### src/rtl/rsz_pkg.sv
package rsz_pkg;

  localparam int CODE_W = 3;

  typedef enum logic [1:0] {
    TA_IDLE  = 2'd0,
    TA_ARMED = 2'd1,
    TA_OPEN  = 2'd2
  } ta_state_e;

  // On-chip limit in bytes for a size code: 0 for code 0, otherwise
  // 2**(min_log + code - 1), saturated at the full address space.
  function automatic logic [31:0] size_limit(input logic [CODE_W-1:0] code,
                                             input int unsigned min_log,
                                             input int unsigned addr_w);
    int unsigned sh;
    if (code == '0) return 32'd0;
    sh = min_log + {29'd0, code} - 32'd1;
    if (sh >= addr_w) return 32'd1 << addr_w;
    return 32'd1 << sh;
  endfunction

endpackage

### src/rtl/rsz_unlock.sv
module rsz_unlock
  import rsz_pkg::*;
#(
  parameter int unsigned DATA_W    = 8,
  parameter logic [7:0]  TA_ADDR   = 8'hC7,
  parameter logic [7:0]  SZ_ADDR   = 8'hC2,
  parameter logic [7:0]  KEY_FIRST = 8'hAA,
  parameter logic [7:0]  KEY_SECOND= 8'h55,
  parameter int unsigned WIN_TICKS = 3
) (
  input  logic              clk,
  input  logic              rst_n,
  input  logic              sfr_we,
  input  logic [7:0]        sfr_addr,
  input  logic [DATA_W-1:0] sfr_wdata,
  input  logic              cyc_tick,
  output logic              grant,
  output logic              win_open
);

  localparam int unsigned CNT_W = $clog2(WIN_TICKS + 1);

  ta_state_e        st_q;
  logic [CNT_W-1:0] win_cnt_q;

  // Named events for the assertions.
  logic ta_wr, sz_wr, hit_first, hit_second, win_expire;

  assign ta_wr      = sfr_we && (sfr_addr == TA_ADDR);
  assign sz_wr      = sfr_we && (sfr_addr == SZ_ADDR);
  assign hit_first  = ta_wr && (sfr_wdata[7:0] == KEY_FIRST);
  assign hit_second = ta_wr && (sfr_wdata[7:0] == KEY_SECOND) && (st_q == TA_ARMED);
  assign win_open   = (st_q == TA_OPEN);
  // A size write in the closing tick's clock still sees the window open.
  assign grant      = sz_wr && win_open;
  assign win_expire = win_open && !ta_wr && !sz_wr && cyc_tick &&
                      (win_cnt_q == CNT_W'(1));

  always_ff @(posedge clk) begin
    if (!rst_n) begin
      st_q      <= TA_IDLE;
      win_cnt_q <= '0;
    end else if (ta_wr) begin
      if (hit_first) begin
        st_q <= TA_ARMED;
      end else if (hit_second) begin
        st_q      <= TA_OPEN;
        win_cnt_q <= CNT_W'(WIN_TICKS);
      end else begin
        st_q <= TA_IDLE;
      end
    end else if (sz_wr) begin
      // Accepted or not, a size write ends the sequence.
      st_q <= TA_IDLE;
    end else if (win_open && cyc_tick) begin
      if (win_expire) st_q <= TA_IDLE;
      win_cnt_q <= win_cnt_q - CNT_W'(1);
    end
  end

  a_r7_first_key_arms: assert property (@(posedge clk) disable iff (!rst_n)
    hit_first |=> (st_q == TA_ARMED));

  a_r8_open_follows_second_key: assert property (@(posedge clk) disable iff (!rst_n)
    $rose(win_open) |-> $past(ta_wr && (sfr_wdata[7:0] == KEY_SECOND)));

  a_r9_single_grant: assert property (@(posedge clk) disable iff (!rst_n)
    grant |=> !win_open);

  a_r6_stray_byte_restarts: assert property (@(posedge clk) disable iff (!rst_n)
    (ta_wr && !hit_first && !hit_second) |=> (st_q == TA_IDLE));

endmodule

### src/rtl/rsz_size_reg.sv
module rsz_size_reg #(
  parameter int unsigned CODE_W      = 3,
  parameter int unsigned DELAY_TICKS = 2,
  parameter logic [CODE_W-1:0] RESET_CODE = '1
) (
  input  logic              clk,
  input  logic              rst_n,
  input  logic              grant,
  input  logic [CODE_W-1:0] new_code,
  input  logic              cyc_tick,
  output logic [CODE_W-1:0] eff_code,
  output logic              pending
);

  localparam int unsigned PC_W = $clog2(DELAY_TICKS + 1);

  logic [CODE_W-1:0] eff_q, pend_q;
  logic [PC_W-1:0]   pcnt_q;
  logic              apply;

  assign pending = (pcnt_q != '0);
  // A grant in the same clock restarts the delay, so it beats the apply.
  assign apply   = !grant && cyc_tick && (pcnt_q == PC_W'(1));

  always_ff @(posedge clk) begin
    if (!rst_n) begin
      eff_q  <= RESET_CODE;
      pend_q <= RESET_CODE;
      pcnt_q <= '0;
    end else if (grant) begin
      pend_q <= new_code;
      pcnt_q <= PC_W'(DELAY_TICKS);
    end else if (cyc_tick && pending) begin
      pcnt_q <= pcnt_q - PC_W'(1);
      if (apply) eff_q <= pend_q;
    end
  end

  assign eff_code = eff_q;

  a_r10_hold_after_grant: assert property (@(posedge clk) disable iff (!rst_n)
    grant |=> (eff_q == $past(eff_q)));

  a_r10_change_only_on_tick: assert property (@(posedge clk) disable iff (!rst_n)
    !cyc_tick |=> (eff_q == $past(eff_q)));

  a_r4_idle_holds: assert property (@(posedge clk) disable iff (!rst_n)
    (!grant && !pending) |=> $stable(eff_q));

endmodule

### src/rtl/rsz_fetch_route.sv
module rsz_fetch_route
  import rsz_pkg::*;
#(
  parameter int unsigned ADDR_W  = 16,
  parameter int unsigned MIN_LOG = 10
) (
  input  logic              rst_n,
  input  logic              fetch_vld,
  input  logic [ADDR_W-1:0] fetch_addr,
  input  logic [CODE_W-1:0] code,
  output logic              fetch_int,
  output logic              fetch_ext
);

  logic [31:0] limit;
  logic        in_range;

  assign limit     = size_limit(code, MIN_LOG, ADDR_W);
  assign in_range  = ({{(32-ADDR_W){1'b0}}, fetch_addr} < limit);
  assign fetch_int = fetch_vld && in_range;
  assign fetch_ext = fetch_vld && !in_range;

  always_comb begin
    if (rst_n) begin
      a_r2_exclusive: assert (!(fetch_int && fetch_ext));
      if (fetch_vld && code == '0)
        a_r3_zero_all_ext: assert (fetch_ext);
    end
  end

endmodule

### src/rtl/rsz_rom_sizer.sv
module rsz_rom_sizer
  import rsz_pkg::*;
#(
  parameter int unsigned ADDR_W      = 16,
  parameter int unsigned DATA_W      = 8,
  parameter int unsigned MIN_LOG     = 10,
  parameter logic [7:0]  TA_ADDR     = 8'hC7,
  parameter logic [7:0]  SZ_ADDR     = 8'hC2,
  parameter logic [7:0]  KEY_FIRST   = 8'hAA,
  parameter logic [7:0]  KEY_SECOND  = 8'h55,
  parameter int unsigned WIN_TICKS   = 3,
  parameter int unsigned DELAY_TICKS = 2,
  parameter logic [2:0]  RESET_CODE  = 3'b111
) (
  input  logic              clk,
  input  logic              rst_n,
  input  logic              sfr_we,
  input  logic [7:0]        sfr_addr,
  input  logic [DATA_W-1:0] sfr_wdata,
  output logic [DATA_W-1:0] sfr_rdata,
  input  logic              cyc_tick,
  input  logic              fetch_vld,
  input  logic [ADDR_W-1:0] fetch_addr,
  output logic              fetch_int,
  output logic              fetch_ext,
  output logic [CODE_W-1:0] size_code
);

  logic              grant, win_open, pending;
  logic [CODE_W-1:0] eff_code;

  rsz_unlock #(
    .DATA_W(DATA_W), .TA_ADDR(TA_ADDR), .SZ_ADDR(SZ_ADDR),
    .KEY_FIRST(KEY_FIRST), .KEY_SECOND(KEY_SECOND), .WIN_TICKS(WIN_TICKS)
  ) u_unlock (
    .clk(clk), .rst_n(rst_n), .sfr_we(sfr_we), .sfr_addr(sfr_addr),
    .sfr_wdata(sfr_wdata), .cyc_tick(cyc_tick),
    .grant(grant), .win_open(win_open)
  );

  rsz_size_reg #(
    .CODE_W(CODE_W), .DELAY_TICKS(DELAY_TICKS), .RESET_CODE(RESET_CODE)
  ) u_size (
    .clk(clk), .rst_n(rst_n), .grant(grant),
    .new_code(sfr_wdata[CODE_W-1:0]), .cyc_tick(cyc_tick),
    .eff_code(eff_code), .pending(pending)
  );

  rsz_fetch_route #(.ADDR_W(ADDR_W), .MIN_LOG(MIN_LOG)) u_route (
    .rst_n(rst_n), .fetch_vld(fetch_vld), .fetch_addr(fetch_addr),
    .code(eff_code), .fetch_int(fetch_int), .fetch_ext(fetch_ext)
  );

  assign size_code = eff_code;
  assign sfr_rdata = (sfr_addr == SZ_ADDR) ? {{(DATA_W-CODE_W){1'b0}}, eff_code} : '0;

  a_r11_read_is_effective: assert property (@(posedge clk) disable iff (!rst_n)
    (pending && $past(grant)) |-> (size_code == $past(size_code)));

  a_r1_window_closed_after_reset: assert property (@(posedge clk) disable iff (!rst_n)
    $rose(rst_n) |-> !win_open);

endmodule

### config.mk
export PLATFORM = sky130hd
export DESIGN_NAME = rsz_rom_sizer
export DESIGN_NICKNAME = d
export VERILOG_FILES = /design/src/rtl/rsz_pkg.sv /design/src/rtl/rsz_unlock.sv /design/src/rtl/rsz_size_reg.sv /design/src/rtl/rsz_fetch_route.sv /design/src/rtl/rsz_rom_sizer.sv
export SDC_FILE = /design/constraint.sdc
export NUM_CORES = 1
export LEC_CHECK = 0
export CAP_MARGIN = 10
export CORE_MARGIN = 4
export CORE_UTILIZATION = 48
export CTS_BUF_LIST = sky130_fd_sc_hd__clkbuf_16
export CTS_CLUSTER_DIAMETER = 100
export CTS_CLUSTER_SIZE = 28
export DETAILED_ROUTE_END_ITERATION = 7
export PLACE_DENSITY = 0.86
export SETUP_SLACK_MARGIN = 0.5
export SYNTH_ARGS = -nofsm -noshare
export SYNTH_HDL_FRONTEND = slang
export SYNTH_SLANG_ARGS = --single-unit
### constraint.sdc
create_clock -name clk -period 8.4 [get_ports clk]
set_input_delay 1.68 -clock clk [delete_from_list [all_inputs] [get_ports clk]]
set_output_delay 1.68 -clock clk [all_outputs]
set_load 0.01 [all_outputs]
---- Word-level counts from Yosys, hierarchy flattened ----
Index checks and enable logic that the tools add are counted.
cells by class
  add/subtract/negate cells ............... 4
  $lt $le $gt $ge ......................... 2
  equality and inequality tests ........... 11
  shift-type cells ........................ 1
  muxes and demuxes ....................... 21
  bitwise gates (word level) .............. 2
  reductions and logical operators ........ 30
operators by type and width
  cell                                                   count
  two-way mux 32 bit                                     4
  >= comparator 32 x 5 -> 1 bit (second input constant)  1
  < comparator 16 x 32 -> 1 bit                          1
  left shift 1 x 32 -> 32 bit (first input constant)     1
  subtractor 32 x 1 -> 32 bit (second input constant)    1
  two-way mux 2 bit                                      13
  == test 8 bit (second input constant)                  3
  logical AND 1 bit                                      16
  == test 8 x 7 -> 1 bit (second input constant)         1
  == test 2 x 1 -> 1 bit (second input constant)         3
  nonzero test 2 bit                                     3
  nonzero test 3 bit                                     2
  adder 4 x 3 -> 5 bit (first input constant)            1
  logical NOT 1 bit                                      4
  != test 2 bit (second input constant)                  2
  AND reduction 4 bit                                    1
  subtractor 2 x 1 -> 2 bit (second input constant)      2
  logical NOT 3 bit                                      1
  two-way mux 1 bit                                      3
  two-way mux 3 bit                                      1
  AND reduction 3 bit                                    1
  == test 2 bit (second input constant)                  1
  != test 2 x 1 -> 1 bit (second input constant)         1
  NOT 1 bit                                              2
  other kinds (2)                                        2
word-level totals
  register bits after elaboration ......... 12
  bits of input ports ..................... 37
  output and inout bits ................... 13
  word-level logic and storage cells ...... 77

---- Depth between registers and ports, before layout ----
  depth after elaboration ................. 11
  depth in mapped cells ................... 13

---- By module ----
From an unflattened synthesis, not the netlist that was laid out.
unflattened totals
  cell total of the unflattened synthesis .. 148
  area, all modules ....................... 1249.9 µm²
by module, submodules not included
  module           times used  cells an instance  area each (µm²)  seq. area each (µm²)
  rsz_fetch_route  1           67                 506.7            0.0
  rsz_size_reg     1           32                 336.6            160.2
  rsz_unlock       1           35                 317.8            80.1
  rsz_rom_sizer    1           14                 88.8             0.0

---- Worst setup path before layout ----
OpenSTA, ideal clock, no wires.
  path kind ............................... register to output
  start point ............................. register u_size.eff_q[1], in the netlist u_size.eff_code[1]
  end point ............................... output port fetch_ext
  arrival ................................. 3045 ps
  slack ................................... 3675 ps
  stages on the path, launching flop included .. 14
  buffers on the path ..................... 0
  cells stage by stage .................... dfxtp_1 > ha_1 > inv_1 > o21a_1 > ha_1 > nand2b_1 > nor4_1 > nand3_1 > ha_1 > o211ai_1 > a21oi_1 > a21oi_1 > o311ai_1 > and3_1
on the way
  word-level cells in the longest chain between the ends .. 10
  elaborated cells on any way between the ends .. 14
  those cells by class .................... 2 x add/sub; 2 x order compare; 1 x shift; 6 x mux; 3 x reduce/logical
RTL lines
  what                             RTL line               text
  start, declared                  rsz_size_reg.sv:17     logic [CODE_W-1:0] eff_q, pend_q;
  start signal, assigned           rsz_size_reg.sv:35     if (apply) eff_q <= pend_q;
  adder 4 x 3 -> 5 bit             rsz_pkg.sv:18          sh = min_log + {29'd0, code} - 32'd1;
  subtractor 32 x 1 -> 32 bit      rsz_pkg.sv:18
  >= comparator 32 x 5 -> 1 bit    rsz_pkg.sv:19          if (sh >= addr_w) return 32'd1 << addr_w;
  two-way mux 1 bit                rsz_pkg.sv:19
  two-way mux 1 bit                rsz_pkg.sv:18
  two-way mux 32 bit               rsz_pkg.sv:20          return 32'd1 << sh;
  two-way mux 32 bit *             rsz_pkg.sv:18
  < comparator 16 x 32 -> 1 bit *  rsz_fetch_route.sv:19  assign in_range = ({{(32-ADDR_W){1'b0}}, fetch_addr} < limit);
  logical NOT 1 bit *              rsz_fetch_route.sv:21  assign fetch_ext = fetch_vld && !in_range;
  logical AND 1 bit *              rsz_fetch_route.sv:21
  end, declared                    rsz_rom_sizer.sv:25    output logic fetch_ext,
Mark *: on every way between the ends. The rest lies on a longest branch, timed or not. The select of a mux whose other input is x is not followed.

---- Final worst setup path ----
Ends and elaborated chain as after synthesis.

==> flow_summary.json <==
{
  "status": "completed",
  "timing.slew.headroom_pct": 56.66,
  "synth-seq-cells": 12,
  "setup.worst_path.class": "register to primary output",
  "htreeDepth": 1,
  "hpwl_um": 2757,
  "fmax_ghz": 0.1727,
  "final_setup_violation_count": 0,
  "route.vias.total": 1343,
  "die-width_um": 60.37,
  "antenna_found_initial": 0,
  "numPortBuffers": 44,
  "global_route_wire_length_before_repair_um": 5237,
  "cpLargestDelayFamily": "simple AND/OR/NAND/NOR gates",
  "post_cts_resize_count": 0,
  "critical_path.startpoint_type": "register",
  "num_rows": 18,
  "netlist_area_um2": 1316,
  "antenna_left": 0,
  "cts-root-buf": "clkbuf_16",
  "critPathMostFrequentCell": "ha_1",
  "synth.distinct_cells": 41,
  "cts_stage_hold_buffer_count": 0,
  "ir_drop_v": 0.0001519,
  "core_region_area_um2": 2545,
  "timing.critical_path.slowest_stage_cell": "dfxtp_1",
  "most-common-layout-cells": "44 x clkdlybuf4s50_1, 23 x ha_1, 22 x nand2_1",
  "worst_skew_pair_later_pin_latency_ns": 0.24,
  "critical_path_arrival_ns": 4.11,
  "most_common_cell_after_layout_fill_and_taps_aside": "clkdlybuf4s50_1",
  "groute.layer.met1.usage_pct": 19.21,
  "layout-drive-gt1-share_pct": 3.883,
  "clock_transition_at_path_regs_ns": 0.04,
  "yosys.area.top_type": "ha_1",
  "crit_path_cell_trace": "ha_1 -> inv_1 -> o21a_1 -> ha_1 -> nand2b_1 -> nor4_1 -> nand3_1 -> ha_1 -> o211ai_1 -> a21oi_1 -> a21oi_1 -> o311ai_1 -> and3_1 -> clkdlybuf4s50_1",
  "design.die.area_um2": 3644,
  "grt_max_degree": 14,
  "max_slew_violation_count": 0,
  "place_congestion": 0.8346,
  "groute.layer.met2.usage_pct": 36.73,
  "holdCritPathClass": "register to register",
  "drt-total-wl_um": 3390,
  "floorplan.io_pins": 50,
  "grt_most_used_layer": "met2",
  "synth.yosys.warnings": 0,
  "area.growth.synth_to_final_pct": 39.16,
  "worst_stage_delay_on_the_critical_path_ns": 0.53,
  "grtUsageTotal_pct": 18.69,
  "critPathBufInv": 2,
  "drtPass1Iterations": 4,
  "cts.sinks": 12,
  "critPathMaxFanout": 12,
  "first_iter_violations": 48,
  "netlist_top_cells_area": "ha_1 22%, dfxtp_1 18%, nand2_1 6.3%",
  "post_cts.repair.setup_buffers": 0,
  "setup.worst_path.end_class": "primary output",
  "wire_per_inst_um": 14.36,
  "rsz0062_at_grt": "false",
  "grt_pass1_vias": 1327,
  "power.static_leakage_nw": 0.7625,
  "timing.final.hold_violations": 0,
  "synthesis.instances": 162,
  "yosys.area.top_type_share_pct": 21.86,
  "cap_viol_max_count": 0,
  "globalRouteOverflowTotal": 0,
  "num_antenna_cells": 0,
  "power_per_cell_area_nw_per_um2": 102.0,
  "timing.critical_path.required_ns": 6.72,
  "final_core_utilization_pct": 71.98,
  "initial_utilization_pct": 51.72,
  "cts_tree": "yes",
  "post-route-drc-count": 0,
  "max_slew.worst_pin.slew_ns": 0.6442,
  "timing.clock.skew_ns": 0.0004048,
  "finish.net_count": 267,
  "totalNegativeSetupSlack_ns": 0,
  "routed_via_density": 5.691,
  "ctsLongestPathBuffers": 2,
  "tritoncts.num_buffers": 3,
  "syn_avg_cell_area_um2": 8.125,
  "grt.met3_usage_pct": 2.553,
  "ys_seq_area_share_pct": 18.25,
  "timing.final.crit_period_ns": 5.791,
  "chipHeight_um": 60.37,
  "post-route-period-util_pct": 68.94
}
## synth_stat cells
library cell and number:
ha_1 23, nand2_1 22, dfxtp_1 12, a21oi_1 9, and3_1 8, nand4_1 8, nand3_1 7, nor2b_1 7
inv_1 6, mux2i_1 6, nor2_1 6, and2_1 5, buf_4 5, o21ai_1 4, a21boi_1 2, clkbuf_1 2
nor4_1 2, nor4bb_1 2, o21a_1 2, o21ai_0 2, xnor2_1 2, a31o_1 1, a31oi_1 1, and4_1 1
buf_6 1, conb_1 1, mux2_4 1, nand2b_1 1, nand3_2 1, nand4_2 1, nor3_1 1, nor3b_1 1
nor4b_1 1, nor4b_2 1, nor4b_4 1, o211a_1 1, o211ai_1 1, o2bb2ai_1 1, o311ai_1 1, or2_1 1
or3_1 1
## state kept, by name (all words and copies together) (netlist names)
register and cells:
u_unlock.st_q 2, u_size.pend_q 3, u_size.pcnt_q 2, u_unlock.win_cnt_q 2, u_size.eff_code 3
## logic make-up after synthesis
logic type                 synth area share [%]
and+or+nand+nor                           34.79
AOI/OAI and AO/OA                         11.79
adders and majority gates                 21.86
buffers and inverters                     5.989
DFF                                       18.25
muxes                                     5.703
xor gates and xnor gates                  1.331
other                                    0.2849
## worst min-delay path, delay by kind of cell, from the launching register on
| family | cells | cell delay [ns] |
|---|---|---|
| muxes | 1 | 0.07 |
| and+or+nand+nor | 1 | 0.06 |
| DFF | 1 | 0.32 |
## routing by layer
| layer | part of all wire (%) | vias up |
|---|---|---|
| met5 | 0 | - |
| met4 | 2.8 | 0 |
| met2 | 52 | 56 |
| li1 | - | 673 |
| met1 | 38 | 602 |
| met3 | 6.8 | 12 |
## per-stage QoR
step / hold WS (ns) / power [mW] / worst slack (ns) / cells / instance area, um^2
detailed placement: 0.4770 / 0.09993 / 2.892 / 232 / 1753
finish: 0.4808 / 0.1868 / 2.609 / 236 / 1832
global route: 0.5176 / 0.1930 / 2.224 / 236 / 1832
global placement: 0.4568 / 0.09811 / 2.945 / 232 / 1753
CTS: 0.4865 / 0.1872 / 2.610 / 236 / 1832
floorplan: 0.4443 / 0.07861 / 3.675 / 166 / 1331
## where the power goes
part / internal (mW) / total [mW] / switching (mW)
sequential: 0.0585 / 0.0591 / 0.000671
clock: 0.0627 / 0.0876 / 0.0249
combinational: 0.0245 / 0.0401 / 0.0156
## final cells by class
cell class,instances,area [um^2]
multi-input combinational,140,1012
fill,213,713.2
timing repair buffer,44,440.4
sequential,12,240.2
clock buffer,3,75.07
tap,30,37.54
inverter,6,22.52
clock inverter,1,3.754
## worst paths after layout
kind	from	endpoint	slack, ns	cells after the start
max	u_size.eff_code[1]	fetch_ext	2.61	14
max reg2reg	u_unlock.st_q[1]	u_size.eff_code[2]	6.84	5
min reg2reg	u_size.pend_q[2]	u_size.eff_code[2]	0.48	2
min	u_size.pend_q[2]	u_size.eff_code[2]	0.48	2
(Power assumes the default switching activity.)
